--- src/rtl/dma_regif_pkg.sv ---
package dma_regif_pkg;
  localparam int unsigned NCH  = 4;
  localparam int unsigned BW   = 8;
  localparam int unsigned RW   = 16;
  localparam int unsigned MW   = 6;
  localparam int unsigned CHW  = $clog2(NCH);

  typedef enum logic [2:0] {
    OFS_CMD    = 3'd0,
    OFS_REQ    = 3'd1,
    OFS_SMASK  = 3'd2,
    OFS_MODE   = 3'd3,
    OFS_CLRPTR = 3'd4,
    OFS_MCLR   = 3'd5,
    OFS_CLRMSK = 3'd6,
    OFS_AMASK  = 3'd7
  } ctl_ofs_e;
endpackage

--- src/rtl/dma_ptr_ff.sv ---
module dma_ptr_ff (
  input  logic clk_i,
  input  logic rst_ni,
  input  logic tgl_i,
  input  logic clr_i,
  output logic hi_o
);
  logic ptr_q;

  always_ff @(posedge clk_i or negedge rst_ni) begin
    if (!rst_ni)    ptr_q <= 1'b0;
    else if (clr_i) ptr_q <= 1'b0;
    else if (tgl_i) ptr_q <= ~ptr_q;
  end

  assign hi_o = ptr_q;


  ptr_clr_chk: assert property (@(posedge clk_i) disable iff (!rst_ni)
    clr_i |=> !hi_o);

  ptr_tgl_chk: assert property (@(posedge clk_i) disable iff (!rst_ni)
    (tgl_i && !clr_i) |=> (hi_o != $past(hi_o)));

  ptr_hold_chk: assert property (@(posedge clk_i) disable iff (!rst_ni)
    (!tgl_i && !clr_i) |=> $stable(hi_o));
endmodule

--- src/rtl/dma_word_reg.sv ---
module dma_word_reg #(
  parameter int unsigned RW = 16,
  localparam int unsigned BW = RW / 2
) (
  input  logic          clk_i,
  input  logic          rst_ni,
  input  logic          we_i,
  input  logic          hi_i,
  input  logic [BW-1:0] wdata_i,
  output logic [RW-1:0] val_o
);
  logic [BW-1:0] lo_q, hi_q;

  always_ff @(posedge clk_i or negedge rst_ni) begin
    if (!rst_ni) begin
      lo_q <= '0;
      hi_q <= '0;
    end else if (we_i) begin
      if (hi_i) hi_q <= wdata_i;
      else      lo_q <= wdata_i;
    end
  end

  assign val_o = {hi_q, lo_q};


  wr_lo_chk: assert property (@(posedge clk_i) disable iff (!rst_ni)
    (we_i && !hi_i) |=> (val_o[BW-1:0] == $past(wdata_i)) && $stable(val_o[RW-1:BW]));

  wr_hi_chk: assert property (@(posedge clk_i) disable iff (!rst_ni)
    (we_i && hi_i) |=> (val_o[RW-1:BW] == $past(wdata_i)) && $stable(val_o[BW-1:0]));
endmodule

--- src/rtl/dma_ctl_regs.sv ---
module dma_ctl_regs
  import dma_regif_pkg::*;
(
  input  logic                clk_i,
  input  logic                rst_ni,
  input  logic                we_i,
  input  logic                st_rd_i,
  input  ctl_ofs_e            ofs_i,
  input  logic [BW-1:0]       wdata_i,
  input  logic [NCH-1:0]      tc_i,
  input  logic [NCH-1:0]      dreq_i,
  output logic [NCH-1:0]      mask_o,
  output logic [NCH*MW-1:0]   mode_o,
  output logic [BW-1:0]       cmd_o,
  output logic [NCH-1:0]      req_o,
  output logic [BW-1:0]       status_o
);
  logic [NCH-1:0]     mask_q, req_q, tc_q;
  logic [BW-1:0]      cmd_q;
  logic [MW-1:0]      mode_q [NCH];
  logic [CHW-1:0]     wch;
  logic               mclr;

  assign wch  = wdata_i[CHW-1:0];
  assign mclr = we_i && (ofs_i == OFS_MCLR);

  always_ff @(posedge clk_i or negedge rst_ni) begin
    if (!rst_ni) begin
      mask_q <= '1;
      req_q  <= '0;
      cmd_q  <= '0;
    end else if (mclr) begin
      mask_q <= '1;
      req_q  <= '0;
      cmd_q  <= '0;
    end else if (we_i) begin
      unique case (ofs_i)
        OFS_CMD:    cmd_q       <= wdata_i;
        OFS_REQ:    req_q[wch]  <= wdata_i[2];
        OFS_SMASK:  mask_q[wch] <= wdata_i[2];
        OFS_CLRMSK: mask_q      <= '0;
        OFS_AMASK:  mask_q      <= wdata_i[NCH-1:0];
        default: ;
      endcase
    end
  end

  always_ff @(posedge clk_i or negedge rst_ni) begin
    if (!rst_ni)      tc_q <= '0;
    else if (mclr)    tc_q <= '0;
    else if (st_rd_i) tc_q <= tc_i;
    else              tc_q <= tc_q | tc_i;
  end

  for (genvar c = 0; c < NCH; c++) begin : g_mode
    always_ff @(posedge clk_i or negedge rst_ni) begin
      if (!rst_ni)
        mode_q[c] <= '0;
      else if (we_i && ofs_i == OFS_MODE && wch == CHW'(c))
        mode_q[c] <= wdata_i[BW-1:BW-MW];
    end
    assign mode_o[c*MW +: MW] = mode_q[c];
  end

  assign mask_o   = mask_q;
  assign cmd_o    = cmd_q;
  assign req_o    = req_q;
  assign status_o = {req_q | dreq_i, tc_q};


  mclr_mask_chk: assert property (@(posedge clk_i) disable iff (!rst_ni)
    mclr |=> (mask_o == '1) && (cmd_o == '0) && (req_o == '0) && (status_o[NCH-1:0] == '0));

  clr_mask_chk: assert property (@(posedge clk_i) disable iff (!rst_ni)
    (we_i && ofs_i == OFS_CLRMSK) |=> (mask_o == '0));

  st_rd_clr_chk: assert property (@(posedge clk_i) disable iff (!rst_ni)
    (st_rd_i && tc_i == '0) |=> (status_o[NCH-1:0] == '0));

  tc_sticky_chk: assert property (@(posedge clk_i) disable iff (!rst_ni)
    (!st_rd_i && !mclr) |=> ((status_o[NCH-1:0] & $past(status_o[NCH-1:0])) == $past(status_o[NCH-1:0])));
endmodule

--- src/rtl/dma_regif.sv ---
module dma_regif
  import dma_regif_pkg::*;
#(
  parameter int unsigned WORD_MAP = 0,
  localparam int unsigned AW = 4 + WORD_MAP
) (
  input  logic                clk_i,
  input  logic                rst_ni,
  input  logic                cs_i,
  input  logic                wr_i,
  input  logic                rd_i,
  input  logic [AW-1:0]       addr_i,
  input  logic [BW-1:0]       wdata_i,
  output logic [BW-1:0]       rdata_o,
  input  logic [NCH-1:0]      tc_i,
  input  logic [NCH-1:0]      dreq_i,
  output logic [NCH*RW-1:0]   addr_o,
  output logic [NCH*RW-1:0]   cnt_o,
  output logic [NCH*MW-1:0]   mode_o,
  output logic [NCH-1:0]      mask_o,
  output logic [BW-1:0]       cmd_o,
  output logic [NCH-1:0]      req_o
);
  logic [3:0]     ofs;
  logic           wr, rd, chan_acc, ctl_acc, ptr_hi, ptr_clr;
  logic [CHW-1:0] sel_ch;
  logic           sel_cnt;
  logic [BW-1:0]  status;
  logic [RW-1:0]  rd_word;
  ctl_ofs_e       ctl_ofs;

  // word-wide instance drops address bit 0
  if (WORD_MAP != 0) begin : g_word
    assign ofs = addr_i[AW-1:WORD_MAP];
  end else begin : g_byte
    assign ofs = addr_i;
  end

  assign wr       = cs_i && wr_i;
  assign rd       = cs_i && rd_i && !wr_i;
  assign chan_acc = !ofs[3];
  assign ctl_acc  = ofs[3];
  assign sel_ch   = ofs[2:1];
  assign sel_cnt  = ofs[0];
  assign ctl_ofs  = ctl_ofs_e'(ofs[2:0]);
  assign ptr_clr  = wr && ctl_acc && (ctl_ofs == OFS_CLRPTR || ctl_ofs == OFS_MCLR);

  dma_ptr_ff u_ptr (
    .clk_i  (clk_i),
    .rst_ni (rst_ni),
    .tgl_i  ((wr || rd) && chan_acc),
    .clr_i  (ptr_clr),
    .hi_o   (ptr_hi)
  );

  for (genvar c = 0; c < NCH; c++) begin : g_ch
    dma_word_reg #(.RW(RW)) u_addr (
      .clk_i   (clk_i),
      .rst_ni  (rst_ni),
      .we_i    (wr && chan_acc && sel_ch == CHW'(c) && !sel_cnt),
      .hi_i    (ptr_hi),
      .wdata_i (wdata_i),
      .val_o   (addr_o[c*RW +: RW])
    );
    dma_word_reg #(.RW(RW)) u_cnt (
      .clk_i   (clk_i),
      .rst_ni  (rst_ni),
      .we_i    (wr && chan_acc && sel_ch == CHW'(c) && sel_cnt),
      .hi_i    (ptr_hi),
      .wdata_i (wdata_i),
      .val_o   (cnt_o[c*RW +: RW])
    );
  end

  dma_ctl_regs u_ctl (
    .clk_i    (clk_i),
    .rst_ni   (rst_ni),
    .we_i     (wr && ctl_acc),
    .st_rd_i  (rd && ctl_acc && ctl_ofs == OFS_CMD),
    .ofs_i    (ctl_ofs),
    .wdata_i  (wdata_i),
    .tc_i     (tc_i),
    .dreq_i   (dreq_i),
    .mask_o   (mask_o),
    .mode_o   (mode_o),
    .cmd_o    (cmd_o),
    .req_o    (req_o),
    .status_o (status)
  );

  assign rd_word = sel_cnt ? cnt_o[sel_ch*RW +: RW] : addr_o[sel_ch*RW +: RW];

  always_comb begin
    rdata_o = '0;
    if (cs_i && rd_i) begin
      if (chan_acc)                    rdata_o = ptr_hi ? rd_word[RW-1:BW] : rd_word[BW-1:0];
      else if (ctl_ofs == OFS_CMD)     rdata_o = status;
    end
  end


  no_cs_chk: assert property (@(posedge clk_i) disable iff (!rst_ni)
    !cs_i |=> $stable(addr_o) && $stable(cnt_o) && $stable(mask_o) && $stable(cmd_o) && $stable(req_o) && $stable(mode_o));

  smask_chk: assert property (@(posedge clk_i) disable iff (!rst_ni)
    (wr && ctl_acc && ctl_ofs == OFS_SMASK) |=> (mask_o[$past(wdata_i[CHW-1:0])] == $past(wdata_i[2])));
endmodule

--- config.mk ---
export PLATFORM = sky130hd
export DESIGN_NAME = dma_regif
export DESIGN_NICKNAME = d
export VERILOG_FILES = /design/src/rtl/dma_regif_pkg.sv /design/src/rtl/dma_ptr_ff.sv /design/src/rtl/dma_word_reg.sv /design/src/rtl/dma_ctl_regs.sv /design/src/rtl/dma_regif.sv
export SDC_FILE = /design/constraint.sdc
export NUM_CORES = 1
export LEC_CHECK = 0
export BUFFER_PORTS_ARGS = -buffer_cell sky130_fd_sc_hd__buf_2
export CAP_MARGIN = 10
export CORE_MARGIN = 3
export CORE_UTILIZATION = 35
export DETAILED_ROUTE_END_ITERATION = 8
export HOLD_SLACK_MARGIN = 0.08
export SYNTH_ARGS = -nofsm -noshare
export SYNTH_HDL_FRONTEND = slang
export SYNTH_SLANG_ARGS = --single-unit
--- constraint.sdc ---
create_clock -name clk_i -period 2 [get_ports clk_i]
set_input_delay 0.2 -clock clk_i [delete_from_list [all_inputs] [get_ports clk_i]]
set_output_delay 0.2 -clock clk_i [all_outputs]
set_load 0.01 [all_outputs]
==> impl_metrics.tcl, run 1 <==
set metrics [dict create \
    max_freq_mhz 443 \
    cp-end-kind "primary output" \
    yosysWarningCount 0 \
    synthMostInstantiatedCell "dfrtp_1" \
    grt_use_total_pct 22.0 \
    synth_mux_area_share_pct 26.4 \
    cp-start-kind "register" \
    cts_tree "done" \
    grt_pass1_wl_um 42800 \
    finalCritPeriodShare_pct 113 \
    crit_fanout 3 \
    yosysTopAreaCell "dfrtp_1" \
    initial_core_util_pct 36.1 \
    drt-initial-drc-count 444 \
    p_int_mw 7.36 \
    synthSimpleGateAreaFrac_pct 7.98 \
    postSynthAreaPerCell_um2 12.9 \
    cp.arrival_ns 2.06 \
    max_slew_margin_pct 61.1 \
    failed_checks "negative setup slack" \
    synthTopCellsByArea "dfrtp_1 51%, mux2_2 21%, mux2i_1 3.3%, mux4_2 1.6%, nand2_1 1.5%" \
    clk_pin_slew_worst_paths_ns 0.07 \
    ioPinCount 201 \
    fin_worst_skew_ns 0.00697 \
    first_pass_iters 5 \
    finalCriticalPeriod_ns 2.26 \
    wl_per_cell_um 22.8 \
    rsz0062_at_grt "yes" \
    ys_seq_area_share_pct 52.2 \
    via_count 6538 \
    hold_ws_ns 0.151 \
    antenna_found_initial 4 \
    die_height_um 160 \
    yosysTopAreaCellShare_pct 50.9 \
    hpwl_um 20400 \
    grt_max_degree 55 \
    drc 0 \
    grt_remaining_overflow 0 \
    multiInputGateArea_um2 3760 \
    final_layout_size_suffix_gt1_share_pct 56.7 \
    synth.net_count 670 \
    comb_power_share_pct 23.0 \
    required_ns 1.80 \
    final_util_pct 47.9 \
    ys.flop_type "dfrtp_1" \
    syn_inst 645 \
    finalSetupTns_ns -1.68 \
    synth_fa_ha_area_share_pct 0 \
    slew_violations 0 \
    synth_top_family_by_area "multiplexers" \
    hold_viol_final 0 \
    regArea_um2 4330 \
    insertion_delay_ns 0.43 \
    synth_common_cells "169 x dfrtp_1, 153 x mux2_2, 33 x nand2_1" \
    syn_area_um2 8310 \
    dp_cells 1184 \
    gp_congestion 0.857 \
    layout.cells.non_filler 1237 \
    powerDensity_nw_per_um2 964 \
    crit_type "reg -> out" \
    p_leak_nw 5.56 \
    final_nets 933 \
    synth_async_sr_flop_share_pct 100 \
    wirelength_um 28300 \
    clock_sinks 173 \
    clockBufferDepth 2 \
    clock-root-buffer "clkbuf_16" \
    netSwitchingFraction_pct 30.7 \
    via_per_inst 5.29 \
    outcome "finished, violations left" \
    n_fill_cell 2185 \
    cts_made_buffers 17 \
    synth_compound_area_share_pct 9.55 \
    p_seq_share_pct 42.9 \
    htree_levels 4 \
    coreArea_um2 23000 \
    worst_slack_ns -0.257 \
    setup_viol_count_final 8 \
    die_w_um 160 \
    synth_xor_area_share_pct 0 \
    ir_drop_uv 545 \
    yosysUniqueCellTypes 59 \
    io_buffer_count 200 \
    die_area_um2 25600 \
    hp-class "in -> reg" \
    cap_violations 0 \
    worst_slew_pin_slew_ns 0.583 \
    grt_pass1_vias 6702 \
    area_growth_pct 32.6 \
    netSwitchingPower_mw 3.26 \
    synth_seq_cells 173 \
    clkPwrFrac_pct 34.1 \
    ant_nets 0 \
    placementRows 55 \
    synth_edf_count 0 \
]
critical path: stages (launching register included):
cell and delay [ns]:
dfrtp_1 0.40, mux2_4 0.27, a221o_1 0.31, a221oi_2 0.35, o31ai_2 0.12, buf_2 0.18
per-layer routing:
metal	part of all wire, %	vias up	global-route usage [%]
li1	-	2916	-
met5	0.039	-	0
met2	48	239	35.3
met3	6.3	31	5.65
met1	44	3350	29.9
met4	1.6	2	5.56
layout by cell type (no fill, tap or decap), types with 4 or more instances in the layout:
master         netlist  final
nand2b_1             7      7
dfrtp_1            169    169
a221oi_2             1      6
mux4_2               6      6
a22o_1              12     12
mux2i_1             27     27
nand3_2              5      5
buf_2               13    198
a211oi_1             6      5
a221o_1              5      5
a22oi_1              5      5
nor2_4               4      4
clkbuf_16            0     17
o21ai_0             17     17
dfstp_2              4      4
o211ai_1             4      4
dlygate4sd3_1        0      6
inv_1               10     10
nand2_1             33     33
nor2b_1              6      6
and3b_1              4      4
inv_6                0      5
nor2_2               7      7
buf_4                4     72
a31oi_1              5      5
nor2_1               9      9
o221ai_1             5      5
a21oi_1             23     23
mux2_2             153    150
mux2_1               6      6
buf_12               2     11
nand3_1             15     15
power by group through the flow:
stage | combinational, mW | clock (mW) | sequential, mW
3_3_place_gp | 2.27 | 0 | 4.63
6_report | 2.45 | 3.62 | 4.55
3_5_place_dp | 2.30 | 0 | 4.63
2_1_floorplan | 0.971 | 0 | 4.73
4_1_cts | 2.44 | 3.69 | 4.55
5_1_grt | 2.65 | 3.83 | 4.62
logic make-up after synthesis:
family / Yosys count
DFF: 173
AOI/OAI and AO/OA: 111
buffers and inverters: 58
and+or+nand+nor: 111
muxes: 192
timing repair:
action	CTS	global route
endpoints found under the setup margin	8	8
resized for setup	12	7
setup buffers	13	2
pin swaps	6	11
hold endpoints to repair	174	0
hold buffers	6	0
stage by stage:
step / power, mW / cell area [um2] / setup slack [ns]
after global placement: 6.90 / 10100 / -0.179
final: 10.6 / 11000 / -0.257
after floorplan: 5.70 / 8310 / 0.328
after CTS: 10.7 / 11000 / -0.297
after detailed placement: 6.93 / 10100 / -0.158
after global routing: 11.1 / 11000 / -0.307
cell type report:
cell class / instances / area share (%)
inverters: 13 / 0.443
clock buffers: 20 / 4.24
repair buffers: 289 / 16.7
flip-flops and latches: 173 / 39.4
well taps: 313 / 3.56
multi-input cells: 414 / 34.1
clock inverters: 12 / 1.55
diodes: 3 / 0.0682
worst paths after layout:
| kind | start | endpoint | slack (ns) | depth (start not counted) |
|---|---|---|---|---|
| max | g_ch[2].u_addr.hi_q[4]$_DFFE_PN0P_ | rdata_o[4] | -0.26 | 5 |
| min | wdata_i[2] | u_ctl.mode_o[12]$_DFFE_PN0P_ | 0.15 | 2 |
| max reg2reg | u_ptr.hi_o$_DFFE_PN0P_ | g_ch[3].u_addr.lo_q[5]$_DFFE_PN0P_ | 0.15 | 5 |
| min reg2reg | u_ctl.mask_o[0]$_DFFE_PN1P_ | u_ctl.mask_o[0]$_DFFE_PN1P_ | 0.46 | 2 |
| max in group asynchronous | rst_ni | u_ctl.mask_o[3]$_DFFE_PN1P_ | 1.13 | 3 |
| min in group asynchronous | rst_ni | u_ctl.mode_o[0]$_DFFE_PN0P_ | 0.20 | 2 |
sequential cells by signal, indices dropped and copies added (netlist names):
| register | cells |
|---|---|
| u_ctl.tc_q | 4 |
| u_ctl.mask_o | 4 |
| u_ctl.cmd_o | 8 |
| u_ctl.req_o | 4 |
| g_ch.u_addr.hi_q | 32 |
| g_ch.u_cnt.lo_q | 32 |
| g_ch.u_cnt.hi_q | 32 |
| g_ch.u_addr.lo_q | 32 |
| u_ptr.hi_o | 1 |
| u_ctl.mode_o | 24 |
No activity file was read; power rests on OpenSTA's default activity.
==> inputs of run 2 (changes only) <==
Settings changed: CELL_PAD_IN_SITES_DETAIL_PLACEMENT set to 1, CELL_PAD_IN_SITES_GLOBAL_PLACEMENT set to 1, CTS_CLUSTER_DIAMETER set to 120, PLACE_DENSITY_LB_ADDON set to 0.1.
==> run 2 against run 1 <==
Net effect: the run still ends with negative setup slack left; sequential share of layout area rose by 0.11 points; core utilization fell by 0.14 points; largest cell class unchanged; sequential power barely moved; critical endpoint unchanged; count of clock-buffer cells in the layout fell by 2; largest power group unchanged; combinational power barely moved; first-iteration DRC count fell by 30%; flip-flop and latch count did not move; global-route usage rose by 2.0 points; clock skew rose by 0.0052 ns; cell area fell by 0.28%.
==> impl_metrics.tcl, run 2 (synthesized netlist as in run 1, its figures left out) <==
set metrics [dict create \
    ant_nets 0 \
    placementRows 55 \
    insertion_delay_ns 0.44 \
    clk_pin_slew_worst_paths_ns 0.07 \
    die_area_um2 25600 \
    finalSetupTns_ns -1.65 \
    ioPinCount 201 \
    grt_use_total_pct 24.0 \
    cp.buffers_inverters 1 \
    via_per_inst 5.37 \
    worst_slew_pin_slew_ns 0.629 \
    drt-initial-drc-count 313 \
    finalCritPeriodShare_pct 113 \
    cp-end-kind "primary output" \
    grt_max_degree 62 \
    drc 0 \
    rrSetupSlack_ns 0.11 \
    final_layout_size_suffix_gt1_share_pct 56.3 \
    clock_sinks 173 \
    hold_path_end "u_ptr.hi_o$_DFFE_PN0P_" \
    cts_made_buffers 17 \
    failed_checks "negative setup slack" \
    die_height_um 160 \
    cp_slowest_cell "dfrtp_1" \
    mostFrequentLayoutCell "buf_2" \
    worstHoldPathCells 4 \
    max_slew_margin_pct 58.1 \
    worst_slack_ns -0.257 \
    antenna_found_initial 1 \
    grt_pass1_wl_um 46300 \
    cp-start-kind "register" \
    n_fill_cell 2513 \
    wirelength_um 30800 \
    cp_slowest_stage_delay_ns 0.41 \
    initial_core_util_pct 36.1 \
    hp-class "in -> reg" \
    required_ns 1.80 \
    coreArea_um2 23000 \
    fin_worst_skew_ns 0.0121 \
    die_w_um 160 \
    crit_type "reg -> out" \
    wl_per_cell_um 25.1 \
    via_count 6590 \
    area_growth_pct 32.2 \
    crit_family "compound AO/OA/AOI/OAI gates" \
    total_power_mw 10.3 \
    cp.arrival_ns 2.06 \
    cts_tree "done" \
    powerDensity_nw_per_um2 940 \
    grt_remaining_overflow 0 \
    io_buffer_count 200 \
    layout_common_cells "199 x buf_2, 169 x dfrtp_1, 151 x mux2_2, 60 x buf_4, 33 x nand2_1" \
    htree_levels 4 \
    worstPathCellList "mux2_4 -> a221o_1 -> a221oi_2 -> o31ai_2 -> buf_2" \
    max_freq_mhz 443 \
    finalCriticalPeriod_ns 2.26 \
    reg2regPathDepth 5 \
    p_leak_nw 5.51 \
    final_nets 928 \
    first_pass_iters 4 \
    gp_congestion 0.927 \
    n_antenna_cell 0 \
    clockBufferDepth 2 \
    crit_fanout 2 \
    slew_violations 0 \
    rsz0062_at_grt "yes" \
    setup_viol_count_final 8 \
    hold_start "cs_i" \
    reg2reg_from "u_ptr.hi_o$_DFFE_PN0P_" \
    cap_violations 0 \
    ir_drop_uv 549 \
    outcome "finished, violations left" \
    grt_pass1_vias 7090 \
    clock-root-buffer "clkbuf_16" \
    hold_viol_final 0 \
    hpwl_um 22900 \
    reg2reg_to "g_ch[3].u_addr.lo_q[4]$_DFFE_PN0P_" \
]
## run 2: worst register-to-register path, cell delays in order (launching register included)
cell and delay [ns]:
dfrtp_1 0.45, inv_1 0.28, nand3_2 0.25, nor2_2 0.24, buf_4 0.21, mux2_2 0.35
## run 2: per-stage QoR
| step | hold WS (ns) | utilization, % | instances | cell area [um2] | setup slack (ns) |
|---|---|---|---|---|---|
| 3_3_place_gp | 0.231 | 44.1 | 1178 | 10100 | -0.155 |
| 5_1_grt | 0.297 | 47.8 | 1228 | 11000 | -0.310 |
| 6_report | 0.295 | 47.8 | 1228 | 11000 | -0.257 |
| 4_1_cts | 0.256 | 47.4 | 1223 | 10900 | -0.261 |
| 2_1_floorplan | -0.0956 | - | 645 | 8310 | 0.328 |
| 3_5_place_dp | 0.234 | 44.1 | 1178 | 10100 | -0.122 |
## run 2: worst max-delay path by stage
stage,from,endpoint,slack [ns],cells after the start
finish,g_ch[3].u_addr.hi_q[4]$_DFFE_PN0P_,rdata_o[4],-0.26,5
global route,g_ch[2].u_addr.lo_q[3]$_DFFE_PN0P_,rdata_o[3],-0.31,5
CTS,g_ch[3].u_addr.hi_q[4]$_DFFE_PN0P_,rdata_o[4],-0.26,5
detailed placement,addr_i[1],rdata_o[4],-0.12,7
global placement,addr_i[0],rdata_o[7],-0.15,9
floorplan,addr_i[2],rdata_o[5],0.33,6
## run 2: cell type report
| type | instances | area, um2 | share of cell area [%] |
|---|---|---|---|
| timing repair buffer | 284 | 1880 | 17.1 |
| inverter | 13 | 48.8 | 0.444 |
| sequential | 173 | 4330 | 39.5 |
| tap | 313 | 392 | 3.57 |
| clock inverter | 13 | 130 | 1.19 |
| multi-input combinational | 414 | 3770 | 34.3 |
| clock buffer | 18 | 429 | 3.91 |
## run 2: where the power goes
| part | internal, mW | total, mW | switching [mW] |
|---|---|---|---|
| combinational | 1.19 | 2.47 | 1.29 |
| clock | 1.74 | 3.27 | 1.53 |
| sequential | 4.07 | 4.58 | 0.512 |
| total | 6.99 | 10.3 | 3.33 |
## run 2: repair_timing
action	CTS	global route
hold buffers	6	0
pin swaps	3	2
endpoints found under the hold margin	57	0
buffers inserted	9	5
gates resized for setup	12	6
setup endpoints to repair	8	8
## run 2: layer usage
metal  share of wire, %  track usage [%]  vias up  wire, um
li1                   -                -     2896         -
met1                 45             32.1     3459     13800
met2                 49             39.7      196     15000
met3                4.3             4.41       39      1340
met4                2.4             7.77        0       745
met5                  0                0        -         0
